`src/rtl/pll_seq_pkg.sv`:
```
package pll_seq_pkg;

  typedef enum logic [1:0] {
    UNIT_OFF    = 2'd0,
    UNIT_WAIT   = 2'd1,
    UNIT_COUNT  = 2'd2,
    UNIT_LOCKED = 2'd3
  } unitState_t;

  // index 0 = general unit, index 1 = USB unit
  typedef struct packed {
    logic [1:0] clr;
    logic [1:0] inc;
  } cntStrobe_t;

endpackage

```
`src/rtl/lock_counter.sv`:
```
module lock_counter #(
  parameter int STAGES = 12
) (
  input  logic clk,
  input  logic rst,
  input  logic clr,
  input  logic inc,
  output logic term
);
  logic [STAGES-1:0] cnt;

  always_ff @(posedge clk) begin
    if (rst)      cnt <= '0;
    else if (clr) cnt <= '0;
    else if (inc) cnt <= cnt + 1'b1;
  end

  assign term = &cnt;

  // terminal count is never followed by a wrap-around increment
  assert_no_wrap_R3: assert property (@(posedge clk) disable iff (rst)
    term |=> (cnt == '0));

endmodule

```
`src/rtl/pll_seq_datapath.sv`:
```
module pll_seq_datapath
  import pll_seq_pkg::*;
#(
  parameter int GEN_STAGES = 12,
  parameter int USB_STAGES = 13
) (
  input  logic       clk,
  input  logic       rst,
  input  cntStrobe_t strobe,
  output logic [1:0] term
);
  localparam int NUM_UNITS = 2;

  for (genvar u = 0; u < NUM_UNITS; u++) begin : g_unit
    localparam int STG = (u == 0) ? GEN_STAGES : USB_STAGES;
    lock_counter #(.STAGES(STG)) u_cnt (
      .clk  (clk),
      .rst  (rst),
      .clr  (strobe.clr[u]),
      .inc  (strobe.inc[u]),
      .term (term[u])
    );
  end

endmodule

```
`src/rtl/pll_seq_ctrl.sv`:
```
module pll_seq_ctrl
  import pll_seq_pkg::*;
(
  input  logic       clk,
  input  logic       rst,
  input  logic       wrEn,
  input  logic [2:0] wrData,
  input  logic [1:0] term,
  output cntStrobe_t strobe,
  output logic [4:0] rdData,
  output logic       genPllOn,
  output logic       usbPllOn,
  output logic       mult16
);
  localparam int BIT_GEN = 0;
  localparam int BIT_USB = 1;
  localparam int BIT_SEL = 2;

  logic reqGen, reqUsb, sel16, selChg;
  unitState_t genSt, usbSt, genNext, usbNext;
  logic genCounting, usbCounting, usbBlocked, genRestart;

  always_ff @(posedge clk) begin
    if (rst) begin
      reqGen <= 1'b0;
      reqUsb <= 1'b0;
      sel16  <= 1'b0;
      selChg <= 1'b0;
      genSt  <= UNIT_OFF;
      usbSt  <= UNIT_OFF;
    end else begin
      if (wrEn) begin
        reqGen <= wrData[BIT_GEN];
        reqUsb <= wrData[BIT_USB];
        sel16  <= wrData[BIT_SEL];
        selChg <= (wrData[BIT_SEL] != sel16);
      end else begin
        selChg <= 1'b0;
      end
      genSt <= genNext;
      usbSt <= usbNext;
    end
  end

  assign genCounting = (genSt == UNIT_COUNT);
  assign usbCounting = (usbSt == UNIT_COUNT);

  always_comb begin
    genNext    = genSt;
    genRestart = 1'b0;
    case (genSt)
      UNIT_OFF:    if (reqGen) genNext = usbCounting ? UNIT_WAIT : UNIT_COUNT;
      UNIT_WAIT:   if (!reqGen) genNext = UNIT_OFF;
                   else if (!usbCounting) genNext = UNIT_COUNT;
      UNIT_COUNT:  if (!reqGen) genNext = UNIT_OFF;
                   else if (selChg) genRestart = 1'b1;
                   else if (term[0]) genNext = UNIT_LOCKED;
      UNIT_LOCKED: if (!reqGen) genNext = UNIT_OFF;
                   else if (selChg) begin
                     genRestart = 1'b1;
                     genNext    = usbCounting ? UNIT_WAIT : UNIT_COUNT;
                   end
      default:     genNext = UNIT_OFF;
    endcase
  end

  assign usbBlocked = genCounting || (genNext == UNIT_COUNT);

  always_comb begin
    usbNext = usbSt;
    case (usbSt)
      UNIT_OFF:    if (reqUsb) usbNext = usbBlocked ? UNIT_WAIT : UNIT_COUNT;
      UNIT_WAIT:   if (!reqUsb) usbNext = UNIT_OFF;
                   else if (!usbBlocked) usbNext = UNIT_COUNT;
      UNIT_COUNT:  if (!reqUsb) usbNext = UNIT_OFF;
                   else if (term[1]) usbNext = UNIT_LOCKED;
      UNIT_LOCKED: if (!reqUsb) usbNext = UNIT_OFF;
      default:     usbNext = UNIT_OFF;
    endcase
  end

  always_comb begin
    strobe.clr[0] = (genNext != UNIT_COUNT) || !genCounting || genRestart;
    strobe.clr[1] = (usbNext != UNIT_COUNT) || !usbCounting;
    strobe.inc[0] = !strobe.clr[0];
    strobe.inc[1] = !strobe.clr[1];
  end

  assign genPllOn = genCounting || (genSt == UNIT_LOCKED);
  assign usbPllOn = usbCounting || (usbSt == UNIT_LOCKED);
  assign mult16   = sel16;
  assign rdData   = {usbSt == UNIT_LOCKED, genSt == UNIT_LOCKED, sel16, reqUsb, reqGen};

  // the two units never settle together
  assert_single_count_R5: assert property (@(posedge clk) disable iff (rst)
    !(genCounting && usbCounting));

  // a dropped request turns the unit off on the next edge
  assert_disable_off_R7: assert property (@(posedge clk) disable iff (rst)
    !reqGen |=> (genSt == UNIT_OFF));

  // the general unit keeps counting until terminal count
  assert_count_hold_R3: assert property (@(posedge clk) disable iff (rst)
    (genCounting && reqGen && !selChg && !term[0]) |=> genCounting);

  // the USB unit locks right after terminal count
  assert_usb_lock_R4: assert property (@(posedge clk) disable iff (rst)
    (usbCounting && reqUsb && term[1]) |=> (usbSt == UNIT_LOCKED));

  // a pending USB unit starts the cycle after the general unit locks
  assert_pending_start_R6: assert property (@(posedge clk) disable iff (rst)
    ($rose(genSt == UNIT_LOCKED) && usbSt == UNIT_WAIT && reqUsb && reqGen && !selChg)
      |=> usbCounting);

  // a select change drops a held lock
  assert_sel_restart_R9: assert property (@(posedge clk) disable iff (rst)
    (genSt == UNIT_LOCKED && reqGen && selChg) |=> (genSt != UNIT_LOCKED));

endmodule

```
`src/rtl/pll_lock_seq.sv`:
```
module pll_lock_seq
  import pll_seq_pkg::*;
#(
  parameter int GEN_STAGES = 12,
  parameter int USB_STAGES = 13
) (
  input  logic       clk,
  input  logic       rst,
  input  logic       wrEn,
  input  logic [2:0] wrData,
  output logic [4:0] rdData,
  output logic       genPllOn,
  output logic       usbPllOn,
  output logic       mult16
);
  cntStrobe_t strobe;
  logic [1:0] term;

  pll_seq_ctrl u_ctrl (
    .clk      (clk),
    .rst      (rst),
    .wrEn     (wrEn),
    .wrData   (wrData),
    .term     (term),
    .strobe   (strobe),
    .rdData   (rdData),
    .genPllOn (genPllOn),
    .usbPllOn (usbPllOn),
    .mult16   (mult16)
  );

  pll_seq_datapath #(
    .GEN_STAGES (GEN_STAGES),
    .USB_STAGES (USB_STAGES)
  ) u_dp (
    .clk    (clk),
    .rst    (rst),
    .strobe (strobe),
    .term   (term)
  );

endmodule

```
`config.mk`:
```
export PLATFORM = sky130hd
export DESIGN_NAME = pll_lock_seq
export DESIGN_NICKNAME = d
export VERILOG_FILES = /design/src/rtl/pll_seq_pkg.sv /design/src/rtl/lock_counter.sv /design/src/rtl/pll_seq_datapath.sv /design/src/rtl/pll_seq_ctrl.sv /design/src/rtl/pll_lock_seq.sv
export SDC_FILE = /design/constraint.sdc
export NUM_CORES = 1
export LEC_CHECK = 0
export ABC_AREA = 1
export BUFFER_PORTS_ARGS = -buffer_cell sky130_fd_sc_hd__buf_4
export CORE_MARGIN = 3
export CORE_UTILIZATION = 37
export DETAILED_ROUTE_END_ITERATION = 12
export PLACE_DENSITY = 0.65
export SLEW_MARGIN = 10
export SYNTH_ARGS = -nofsm -noshare
export SYNTH_HDL_FRONTEND = slang
export SYNTH_SLANG_ARGS = --single-unit
```
`constraint.sdc`:
```
create_clock -name clk -period 1.3 [get_ports clk]
set_input_delay 0 -clock clk [delete_from_list [all_inputs] [get_ports clk]]
set_output_delay 0 -clock clk [all_outputs]
set_load 0.03 [all_outputs]
```
# After elaboration in Yosys (flattened, before gate mapping)
# Index checks and enable logic that the tools add are counted.
[classes]
addsub = 2
multipliers = 0
div_mod_pow = 0
order_cmp = 0
eq_ne = 10
shift = 0
n_mux = 21
bitwise_logic = 1
reduce_logical = 16
[op_table]
columns = ["cell", "n"]
rows = [
  ["2-bit 2-to-1 mux", 16],
  ["2-bit one-hot mux with 4 select lines", 2],
  ["13-bit by 1-bit adder with 13-bit output, second input constant", 1],
  ["13-bit AND reduction", 1],
  ["12-bit by 1-bit adder with 12-bit output, second input constant", 1],
  ["12-bit AND reduction", 1],
  ["2-bit == test, second input constant", 5],
  ["2-bit OR reduction", 4],
  ["1-bit logical OR", 6],
  ["2-bit by 1-bit == test with 1-bit output, second input constant", 2],
  ["2-bit logical NOT", 2],
  ["2-bit inequality test, second input constant", 2],
  ["1-bit 2-to-1 mux", 3],
  ["1-bit logical NOT", 2],
  ["1-bit inequality test", 1],
  ["1-bit NOT", 1],
]
[word_totals]
register_bits = 33
latch_bits = 0
ramBits = 0
mem_bits_ro = 0
memories = 0

# Logic depth before layout (Yosys ltp)
# Gate-level depths: netlist of run 1.
[depth]
ltp_word = 13
ltp_mapped = 9

# Cells and area by module
# Synthesis of run 1 repeated with hierarchy kept, for this count alone.
[hier_totals]
cells_unflattened = 263
area_unflattened_um2 = 1769.2
[by_module_without_submodules]
columns = ["mod", "instances", "cells_per_inst", "area_each_um2", "seq_area_each_um2"]
rows = [
  ["lock_counter at u_dp.g_unit[1].u_cnt", 1, 105, 706.9, 260.2],
  ["lock_counter at u_dp.g_unit[0].u_cnt", 1, 89, 604.3, 240.2],
  ["pll_seq_ctrl", 1, 69, 457.9, 160.2],
]

# Worst setup path before layout of run 1
# Ideal clock, no wire load.
[synth_timing]
path_type = "register to register"
from = "reg u_dp.g_unit[0].u_cnt.cnt[0]"
to = "reg u_dp.g_unit[0].u_cnt.cnt[10]"
setup_time_ns = 0.122
arrival_time_ns = 1.218
slack_ns = -0.040
stages_incl_launch_ff = 10
period_less_slack_ns = 1.340
cell_sequence = "dfxtp_1 ha_1 inv_1 nor3_1 nand3_1 nand2_1 nand2_1 nand2_2 buf_6 a21oi_1"
[synth_between]
elab_chain_len = 9
word_cells_on_any_way = 10
[synth_rtl]
columns = ["element", "line", "source"]
rows = [
  ["start, declared", "lock_counter.sv:10", "logic [STAGES-1:0] cnt;"],
  ["start signal, assigned", "lock_counter.sv:15", "else if (inc) cnt <= cnt + 1'b1;"],
  ["12-bit AND reduction", "lock_counter.sv:18", "assign term = &cnt;"],
  ["2-bit 2-to-1 mux", "pll_seq_ctrl.sv:57", "else if (term[0]) genNext = UNIT_LOCKED;"],
  ["2-bit 2-to-1 mux", "pll_seq_ctrl.sv:56", "else if (selChg) genRestart = 1'b1;"],
  ["2-bit 2-to-1 mux", "pll_seq_ctrl.sv:55", "UNIT_COUNT: if (!reqGen) genNext = UNIT_OFF;"],
  ["2-bit one-hot mux with 4 select lines", "pll_seq_ctrl.sv:51", "case (genSt)"],
  ["2-bit inequality test", "pll_seq_ctrl.sv:83", "strobe.clr[0] = (genNext != UNIT_COUNT) || !genCounting || genRestart;"],
  ["1-bit logical OR (2 in series)", "pll_seq_ctrl.sv:83", ""],
  ["2-bit OR reduction (no line)", "-", ""],
]
# Several ways; a longest one is shown, not always the timed one.
# A chain may end at the register's enable or synchronous reset.

# Final worst setup path of run 1
[layout_timing]
from = "reg u_dp.g_unit[1].u_cnt.cnt[1]"
to = "reg u_dp.g_unit[1].u_cnt.cnt[7]"
[layout_between]
elab_chain_len = 7
word_cells_on_any_way = 8
[layout_rtl]
columns = ["element", "line", "source"]
rows = [
  ["start, declared", "lock_counter.sv:10", ""],
  ["start signal, assigned", "lock_counter.sv:15", ""],
  ["13-bit AND reduction", "lock_counter.sv:18", ""],
  ["2-bit 2-to-1 mux", "pll_seq_ctrl.sv:76", "else if (term[1]) usbNext = UNIT_LOCKED;"],
  ["2-bit 2-to-1 mux", "pll_seq_ctrl.sv:75", "UNIT_COUNT: if (!reqUsb) usbNext = UNIT_OFF;"],
  ["2-bit one-hot mux with 4 select lines", "pll_seq_ctrl.sv:71", "case (usbSt)"],
  ["2-bit inequality test", "pll_seq_ctrl.sv:84", "strobe.clr[1] = (usbNext != UNIT_COUNT) || !usbCounting;"],
  ["1-bit logical OR", "pll_seq_ctrl.sv:84", ""],
  ["2-bit OR reduction (no line)", "-", ""],
]
# Several ways; a longest one is shown, not always the timed one.

==> run metrics, run 1 <==
Clk Tree Root Cell clkbuf_8; number of global-route vias before repair 1246; Die X 70.4 µm; RePlAce Congestion 0.784; synthesized cell area 0.00154 mm²; Num CTS Buffers 5; total track usage 12.9%; core area 0.00383 mm²; maximum vdd drop 0.767 mV; grt total ovfl 0; area share of and/or/nand/nor cells after synthesis 30.5%; CP max FO 6; DRC viols 0; Final Slew Violations 0; Syn Area/Cell 7.71 µm²; DRT iter0 DRCs 17; FMAX 0.774 GHz; Data required, critical path 1.48 ns; post-synthesis compound-gate area fraction 4.56%; Nets 250; Critical Path Max Stage Delay 0.35 ns; HP Class reg -> reg; synth top area cells dfxtp_1 43%, nor2_1 9.3%, nand2_1 6.8%, xor2_1 6.3%, inv_1 6.1%; cell row count 22; kind of critical path reg -> reg; critical-path cell list ha_4, nand2_4, nor2_4, nand4_1, nand2_1, nand3_4, nand2_4, nor2_1; Post-Syn Instances 199; clock skew 0.00810 ns; initial core utilization 40.1%; critical path data arrival time 1.47 ns; largest family of logic cells by synthesized area simple AND/OR/NAND/NOR gates; Synth area leader dfxtp_1; Cell Area, Placed 0.00181 mm²; Worst path most repeated cell nand2_4; I/O pin count 14; Vias 1311; Yosys cell types 26; clk_lat worst skew 0.28 ns; H-Tree Depth 2; clock sink count 33; CTS tree done; DR WL/cell 10.6 µm; Final Cycle Share 99.4%; Final setup violation count 0; highest-count cells in the layout ignoring fill and taps 35 x buf_4, 33 x nor2_1, 25 x dfxtp_1, 24 x nand2_1, 22 x inv_1; Max-cap violations 0; post-placement cell count 275; post-route ant nets 0; Post-Layout Cell Count 291; Least-Margin Pin Slew 0.401 ns; Port Buffers 13; Final Instance Area 0.00211 mm²; crit end category register; antenna cell count 0; yosys warns 0; Post-Synth Adder-Cell Area 1.63%; clk slew on worst S/H paths 0.07 ns; RSZ-0062 raised after global routing yes; Bufs on Longest Clock Path 2; Synth top area share 43.0%; DIE AREA 0.00496 mm²; DR pass1 iterations 4; via/cell ratio 4.51; Chip Height 70.4 µm; largest net degree at the start of global routing 13; CP Launch Type register; number of synthesized register bits 33; Tot Pwr 2.04 mW; leading cell type in the layout, fill and taps excluded buf_4; Final Hold Viols 0; post-synth net total 207; sequential-to-total area share from yosys stat 43.0%; leak pwr 0.781 nW; Critical-path top delay cell dfxtp_2; mux cell area share after synthesis 0%; relative slew slack 73.1%; initial antenna violation count 0; Period minus WS final 1.29 ns; status finished, final reports clean; XOR/XNOR Fraction of Synth Area 9.70%; first-pass GRT wire length 5210 µm; final wirelength 3100 µm; Layout area overhead 37.2%; power per cell area 969 mW/mm²; layout cells sized above 1 36.2%; hpwl dp 1980 µm
repair_timing:
| item | in CTS | in global routing |
|---|---|---|
| cloned | 1 | 1 |
| setup endpoints to repair | 25 | 28 |
| hold buffers | 6 | 0 |
| resized for setup | 6 | 29 |
| buffers inserted | 0 | 1 |
| pin swaps | 2 | 7 |
| hold endpoints to repair | 8 | 0 |
per-stage QoR:
step	worst slack, ns	setup TNS (ns)	util [%]	hold WS [ns]
2_1_floorplan	0.00130	0	-	0.135
3_3_place_gp	-0.0892	-0.978	47.3	0.230
3_5_place_dp	-0.0865	-1.17	47.3	0.231
4_1_cts	0.0148	0	52.5	0.491
5_1_grt	-0.0964	-1.24	55.1	0.500
6_report	0.00843	0	55.1	0.492
path summary, 6_finish.rpt:
| check | cells past startpoint | from | slack, ns | endpoint |
|---|---|---|---|---|
| max | 8 | u_dp.g_unit[1].u_cnt.cnt[1] | 0.008 | u_dp.g_unit[1].u_cnt.cnt[7] |
| min | 2 | u_dp.g_unit[0].u_cnt.cnt[9] | 0.49 | u_dp.g_unit[0].u_cnt.cnt[9] |
| max reg2reg | 8 | u_dp.g_unit[1].u_cnt.cnt[1] | 0.008 | u_dp.g_unit[1].u_cnt.cnt[7] |
| min reg2reg | 2 | u_dp.g_unit[0].u_cnt.cnt[9] | 0.49 | u_dp.g_unit[0].u_cnt.cnt[9] |
layer usage:
metal	global-route usage [%]	vias to the layer above	routed length (µm)
met5	0	-	0
met4	3.83	0	40
met3	4.17	6	100
met2	21.0	18	1410
met1	16.1	582	1540
li1	-	705	-
final cells by class:
class | instances | area (µm²)
fill | 333 | 1720
multi-input combinational | 134 | 842
sequential | 33 | 671
timing repair buffer | 42 | 335
inverter | 26 | 97.6
clock buffer | 7 | 96.3
tap | 48 | 60.1
clock inverter | 1 | 5.00
cell families after synthesis:
logic type	after synthesis
AO/OA/AOI/OAI	12
XOR/XNOR	17
adder cells (fa/ha/maj)	2
buffers and inverters	34
flip-flops	33
AND/OR/NAND/NOR	101
power breakdown:
| group | internal (mW) | switching, mW | total, mW |
|---|---|---|---|
| Sequential | 1.03 | 0.0156 | 1.04 |
| Combinational | 0.0684 | 0.0871 | 0.155 |
| Clock | 0.478 | 0.368 | 0.846 |
| Total | 1.57 | 0.470 | 2.04 |
synth_stat cells, drive strengths merged:
cell type and count:
nor2 39, dfxtp 33, nand2 33, inv 26, nand3 11, xor2 11, nor3 9, buf 7
a21oi 6, nand4 6, xnor2 6, o21ai 4, ha 2, or2 2, a21boi 1, clkbuf 1
nor3b 1, o211ai 1
worst max-delay path, delay by kind of cell, from the launching register on:
family	cells	cell delay, ns
DFF	1	0.35
adders and majority gates	1	0.15
and+or+nand+nor	7	0.69
flip-flops by register name, indices dropped and copies added (netlist names):
name,flops
u_ctrl.genSt,2
u_ctrl.mult16,1
u_dp.g_unit.u_cnt.cnt,25
u_ctrl.selChg,1
u_ctrl.usbSt,2
u_ctrl.reqUsb,1
u_ctrl.reqGen,1
Note: power is estimated with default switching activity, not from simulation.
==> run 2: changes to the inputs <==
GPL_ROUTABILITY_DRIVEN = 0   (was default)
PLACE_DENSITY = 0.63   (was 0.65)
clock period = 1.7 ns   (was 1.3 ns; I/O delays follow)
==> run 2 against run 1 <==
Against the previous run:
- critical endpoint is now u_dp.g_unit[0].u_cnt.cnt[10]
- clock power shrank 34%
- sequential power shrank 24%
- highest routed layer unchanged
- clock skew is essentially flat
- critical path type unchanged
- global-route usage shrank 1.1 points
- register-to-register slack gained 0.22 ns
==> run metrics, run 2 (synthesis gave the netlist of run 1 again) <==
status finished, final reports clean; HP Class reg -> reg; critical-path cell list ha_1, inv_1, nor3_1, nand3_1, nand2_1, nand2_1, nand2_4, a21oi_1; clock skew 0.00791 ns; kind of critical path reg -> reg; highest-count cells in the layout ignoring fill and taps 38 x nor2_1, 33 x dfxtp_1, 28 x nand2_1, 25 x inv_1, 13 x buf_4; Cell Area, Placed 0.00163 mm²; Port Buffers 13; Vias 1207; total track usage 11.8%; CTS tree done; CP Launch Type register; first-pass GRT wire length 4660 µm; final wirelength 2690 µm; DIE AREA 0.00496 mm²; largest net degree at the start of global routing 14; hpwl dp 1920 µm; Critical Path Max Stage Delay 0.38 ns; Worst path most repeated cell nand2_1; Critical-path top delay cell dfxtp_1; Crit path max-delay family simple AND/OR/NAND/NOR gates; layout cells sized above 1 15.1%; antenna cell count 0; Regs by FF count u_dp.g_unit.u_cnt.cnt x25, u_ctrl.genSt x2, u_ctrl.usbSt x2; Period minus WS final 1.47 ns; Final setup violation count 0; RSZ-0062 raised after global routing no; Chip Height 70.4 µm; clock sink count 33; cell row count 22; Clk Tree Root Cell clkbuf_8; Die X 70.4 µm; register area 661 µm²; Data required, critical path 1.86 ns; Most Used Layer, Global Route met2; Num CTS Buffers 5; hold path startpoint u_dp.g_unit[1].u_cnt.cnt[0]; Multi-input gate area 717 µm²; number of global-route vias before repair 1141; crit path launch u_dp.g_unit[0].u_cnt.cnt[1]; post-route ant nets 0; Final Hold Viols 0; CP max FO 12; FMAX 0.682 GHz; critical path data arrival time 1.63 ns; Bufs on Longest Clock Path 2; Least-Margin Pin Slew 0.257 ns; Final Cycle Share 86.3%; clk slew on worst S/H paths 0.07 ns; relative slew slack 82.8%; initial antenna violation count 0; H-Tree Depth 2; DRC viols 0; leak pwr 0.621 nW; R2R Path Start u_dp.g_unit[0].u_cnt.cnt[1]; number of flip-flops in the largest register 25; clk_lat worst skew 0.28 ns; setup bufs post-CTS 0; core area 0.00383 mm²; crit end category register; Final Slew Violations 0; via/cell ratio 4.54; I/O pin count 14; Bufs and invs on worst path 1; Final Instance Area 0.00178 mm²; Nets 225; GRT met2 Usage 18.0%; Setup TNS 0 ns; DR pass1 iterations 4; initial core utilization 40.1%; met3 usage in global routing 4.03%; grt total ovfl 0; DRT iter0 DRCs 14; Most flops, register u_dp.g_unit.u_cnt.cnt; Max-cap violations 0; power per cell area 815 mW/mm²; leading cell type in the layout, fill and taps excluded nor2_1; Layout area overhead 15.6%; DR WL/cell 10.1 µm; maximum vdd drop 0.345 mV; GR Layer Usage met1 14.6%; fillers 378
==> run 2: cell count changes in the layout (fill, tap and decap cells not counted), sizes merged <==
cell         change
clkinv           +1
dlygate4sd3      +1
nand2            -2
clkbuf           -1
buf             -24
==> run 2: layout make-up <==
| cell class | instances | area share (%) |
|---|---|---|
| clock inverters | 2 | 0.564 |
| well taps | 48 | 3.38 |
| clock buffers | 6 | 4.09 |
| multi-input cells | 132 | 40.4 |
| inverters | 26 | 5.50 |
| repair buffers | 19 | 8.88 |
| flip-flops and latches | 33 | 37.2 |
==> run 2: timing repair <==
| item | in CTS | in global routing |
|---|---|---|
| endpoints found under the hold margin | 8 | 0 |
| endpoints found under the setup margin | 0 | 5 |
| resized for setup | 0 | 1 |
| hold buffers | 6 | 0 |
==> run 2: worst paths after layout <==
path	end	slack [ns]	cells past startpoint
hold reg to reg	u_dp.g_unit[1].u_cnt.cnt[0]	0.45	1
setup reg to reg	u_dp.g_unit[0].u_cnt.cnt[10]	0.23	8
hold / removal	u_dp.g_unit[1].u_cnt.cnt[0]	0.45	1
setup / recovery	u_dp.g_unit[0].u_cnt.cnt[10]	0.23	8
==> run 2: per-layer routing <==
metal / part of all wire (%) / vias up
met3: 4.5 / 6
met2: 44 / 19
met5: 0 / -
met1: 49 / 530
met4: 2.4 / 0
li1: - / 652
==> run 2: per-stage QoR <==
step / power (mW) / setup slack, ns / hold WS [ns] / cells / utilization (%)
2_1_floorplan: 0.874 / 0.360 / 0.135 / 199 / -
3_3_place_gp: 0.894 / 0.181 / 0.225 / 252 / 42.5
3_5_place_dp: 0.894 / 0.171 / 0.227 / 252 / 42.5
4_1_cts: 1.47 / 0.161 / 0.459 / 266 / 46.3
5_1_grt: 1.50 / 0.0479 / 0.487 / 266 / 46.4
6_report: 1.45 / 0.233 / 0.452 / 266 / 46.4
==> run 2: worst reg2reg max path, cell delays in order, from the launching register on <==
cell	delay, ns
dfxtp_1	0.38
ha_1	0.25
inv_1	0.10
nor3_1	0.16
nand3_1	0.09
nand2_1	0.06
nand2_1	0.09
nand2_4	0.15
a21oi_1	0.07
==> run 2: where the power goes <==
| part | total [mW] | switching, mW | internal, mW |
|---|---|---|---|
| sequential | 0.795 | 0.0118 | 0.783 |
| combinational | 0.0933 | 0.0510 | 0.0424 |
| clock | 0.558 | 0.275 | 0.283 |
| total | 1.45 | 0.337 | 1.11 |
==> run 3: changes to the inputs <==
BUFFER_PORTS_ARGS = default   (was -buffer_cell sky130_fd_sc_hd__buf_4)
DONT_BUFFER_PORTS = 1   (was default)
GPL_TIMING_DRIVEN = 0   (was default)
PLACE_DENSITY = 0.6   (was 0.63)
TNS_END_PERCENT = 10   (was default)
==> run 3 against run 2 <==
Against the previous run:
- combinational power rose by 0.5%
- clock-buffer cell count did not move
- critical endpoint is now u_ctrl.mult16
- clock power increased by 40%
- first-iteration DRC count increased to 5.3 times the previous value
- sequential power about the same
- critical path depth is 3 lower
- maximum frequency decreased by 11%
- non-clock buffer count is 1 higher
- hold slack worse by 0.027 ns
- final cell count grew 0.38%
- setup slack worse by 0.17 ns
- core utilization grew 1.6 points
==> run metrics, run 3 (synthesis gave the netlist of run 1 again) <==
status finished, final reports clean; clk slew on worst S/H paths 0.07 ns; hold path startpoint wrEn; Critical-path top delay cell dlygate4sd3_1; DRC viols 0; relative slew slack 74.0%; clk_lat worst skew 0.29 ns; R2R Path Start u_dp.g_unit[0].u_cnt.cnt[0]; Final Slew Violations 0; I/O pin count 14; Tot Pwr 1.67 mW; DR pass1 iterations 4; Setup TNS 0 ns; critical path data arrival time 1.82 ns; number of flip-flops in the largest register 25; CP max FO 2; Nets 226; leak pwr 0.631 nW; Port Buffers 0; Final Cycle Share 96.5%; leading cell type in the layout, fill and taps excluded nor2_1; largest net degree at the start of global routing 12; critical-path cell list dlygate4sd3_1, nor2_1, dlygate4sd3_1, nor2_1, dlygate4sd3_1; Period minus WS final 1.64 ns; Most flops, register u_dp.g_unit.u_cnt.cnt; Worst path most repeated cell dlygate4sd3_1; maximum vdd drop 0.540 mV; DRT iter0 DRCs 74; CTS tree done; Regs by FF count u_dp.g_unit.u_cnt.cnt x25, u_ctrl.genSt x2, u_ctrl.usbSt x2; number of global-route vias before repair 1176; via/cell ratio 4.48; post-route ant nets 0; Critical Path Max Stage Delay 0.58 ns; kind of critical path in -> reg; worst flop-to-flop path endpoint u_dp.g_unit[0].u_cnt.cnt[10]; layout cells sized above 1 15.1%; Post-Layout Cell Count 267; final wirelength 2630 µm; Num CTS Buffers 5; Die X 70.4 µm; hpwl dp 1800 µm; worst reg-to-reg path cell count 9; Hold Path Stages 3; Layout area overhead 19.6%; clock sink count 33; cell row count 22; Final Instance Area 0.00184 mm²; initial antenna violation count 0; Vias 1195; Bufs on Longest Clock Path 2; Final setup violation count 0; grt total ovfl 0; post-placement cell count 247; hold_ws 0.425 ns; DIE AREA 0.00496 mm²; Max-cap violations 0; CP Launch Type input port; Cell Area, Placed 0.00160 mm²; clock skew 0.00494 ns; flop2flop setup slack 0.20 ns; Least-Margin Pin Slew 0.390 ns; H-Tree Depth 2; first-pass GRT wire length 4960 µm; worst hold endpoint u_ctrl.mult16; HP Class in -> reg; total track usage 12.6%; Data required, critical path 1.88 ns; RSZ-0062 raised after global routing yes; power per cell area 911 mW/mm²; FMAX 0.610 GHz; crit end category register; highest-count cells in the layout ignoring fill and taps 37 x nor2_1, 33 x dfxtp_1, 28 x nand2_1, 24 x inv_1, 11 x xor2_1; core area 0.00383 mm²; antenna cell count 0; Chip Height 70.4 µm; initial core utilization 40.1%; Final Hold Viols 0; fillers 382; DR WL/cell 9.85 µm; Clk Tree Root Cell clkbuf_8
run 3: cell count changes in the layout (fill, tap and decap cells not counted), moves of 2 or more:
cell and delta:
buf_4 -8, dlygate4sd3_1 +4, buf_6 +3, clkinv_2 -2
run 3: layout make-up:
class / instances / area, µm² / area share, %
clock inverters: 2 / 37.5 / 2.04
plain buffers: 8 / 65.1 / 3.54
flip-flops and latches: 33 / 661 / 36.0
inverters: 26 / 97.6 / 5.32
multi-input cells: 132 / 717 / 39.1
clock buffers: 6 / 82.6 / 4.50
repair buffers: 12 / 115 / 6.27
well taps: 48 / 60.1 / 3.27
run 3: worst max-delay path by stage:
| stage | start | endpoint | slack [ns] | cells after the start |
|---|---|---|---|---|
| 3_3_place_gp | u_dp.g_unit[0].u_cnt.cnt[0] | u_dp.g_unit[0].u_cnt.cnt[10] | 0.15 | 9 |
| 6_report | wrData[2] | u_ctrl.mult16 | 0.06 | 5 |
| 2_1_floorplan | u_dp.g_unit[0].u_cnt.cnt[0] | u_dp.g_unit[0].u_cnt.cnt[10] | 0.36 | 9 |
| 4_1_cts | wrEn | u_ctrl.reqGen | 0.07 | 6 |
| 5_1_grt | u_dp.g_unit[0].u_cnt.cnt[0] | u_dp.g_unit[0].u_cnt.cnt[10] | -0.007 | 9 |
| 3_5_place_dp | u_dp.g_unit[0].u_cnt.cnt[0] | u_dp.g_unit[0].u_cnt.cnt[10] | 0.16 | 9 |
run 3: metal layers:
layer | up-vias | global-route usage [%] | routed length, µm
met1 | 515 | 15.9 | 1340
met5 | - | 0 | 0
met2 | 20 | 18.6 | 1130
met3 | 7 | 4.60 | 110
met4 | 0 | 6.38 | 55
li1 | 653 | - | -
run 3: through the flow:
step           worst slack (ns)  util, %
5_1_grt                -0.00730     48.0
3_5_place_dp              0.161     41.7
4_1_cts                  0.0683     47.7
2_1_floorplan             0.360        -
6_report                 0.0594     48.0
3_3_place_gp              0.150     41.7
run 3: where the power goes:
part / internal [mW] / switching [mW] / total (mW) / leakage, nW
Clock: 0.477 / 0.304 / 0.781 / 0.0574
Combinational: 0.0445 / 0.0493 / 0.0938 / 0.307
Sequential: 0.783 / 0.0142 / 0.797 / 0.267
Total: 1.30 / 0.368 / 1.67 / 0.631
run 3: repair_timing:
item                                    CTS  global route
endpoints found under the hold margin     8             0
gates resized for setup                   0             3
endpoints found under the setup margin    0            12
hold buffers                             11             0
setup buffers                             0             2
run 3: critical path: cells and delay by family:
family        cells  cell delay [ns]
buf+inv           3             1.67
simple gates      2             0.15
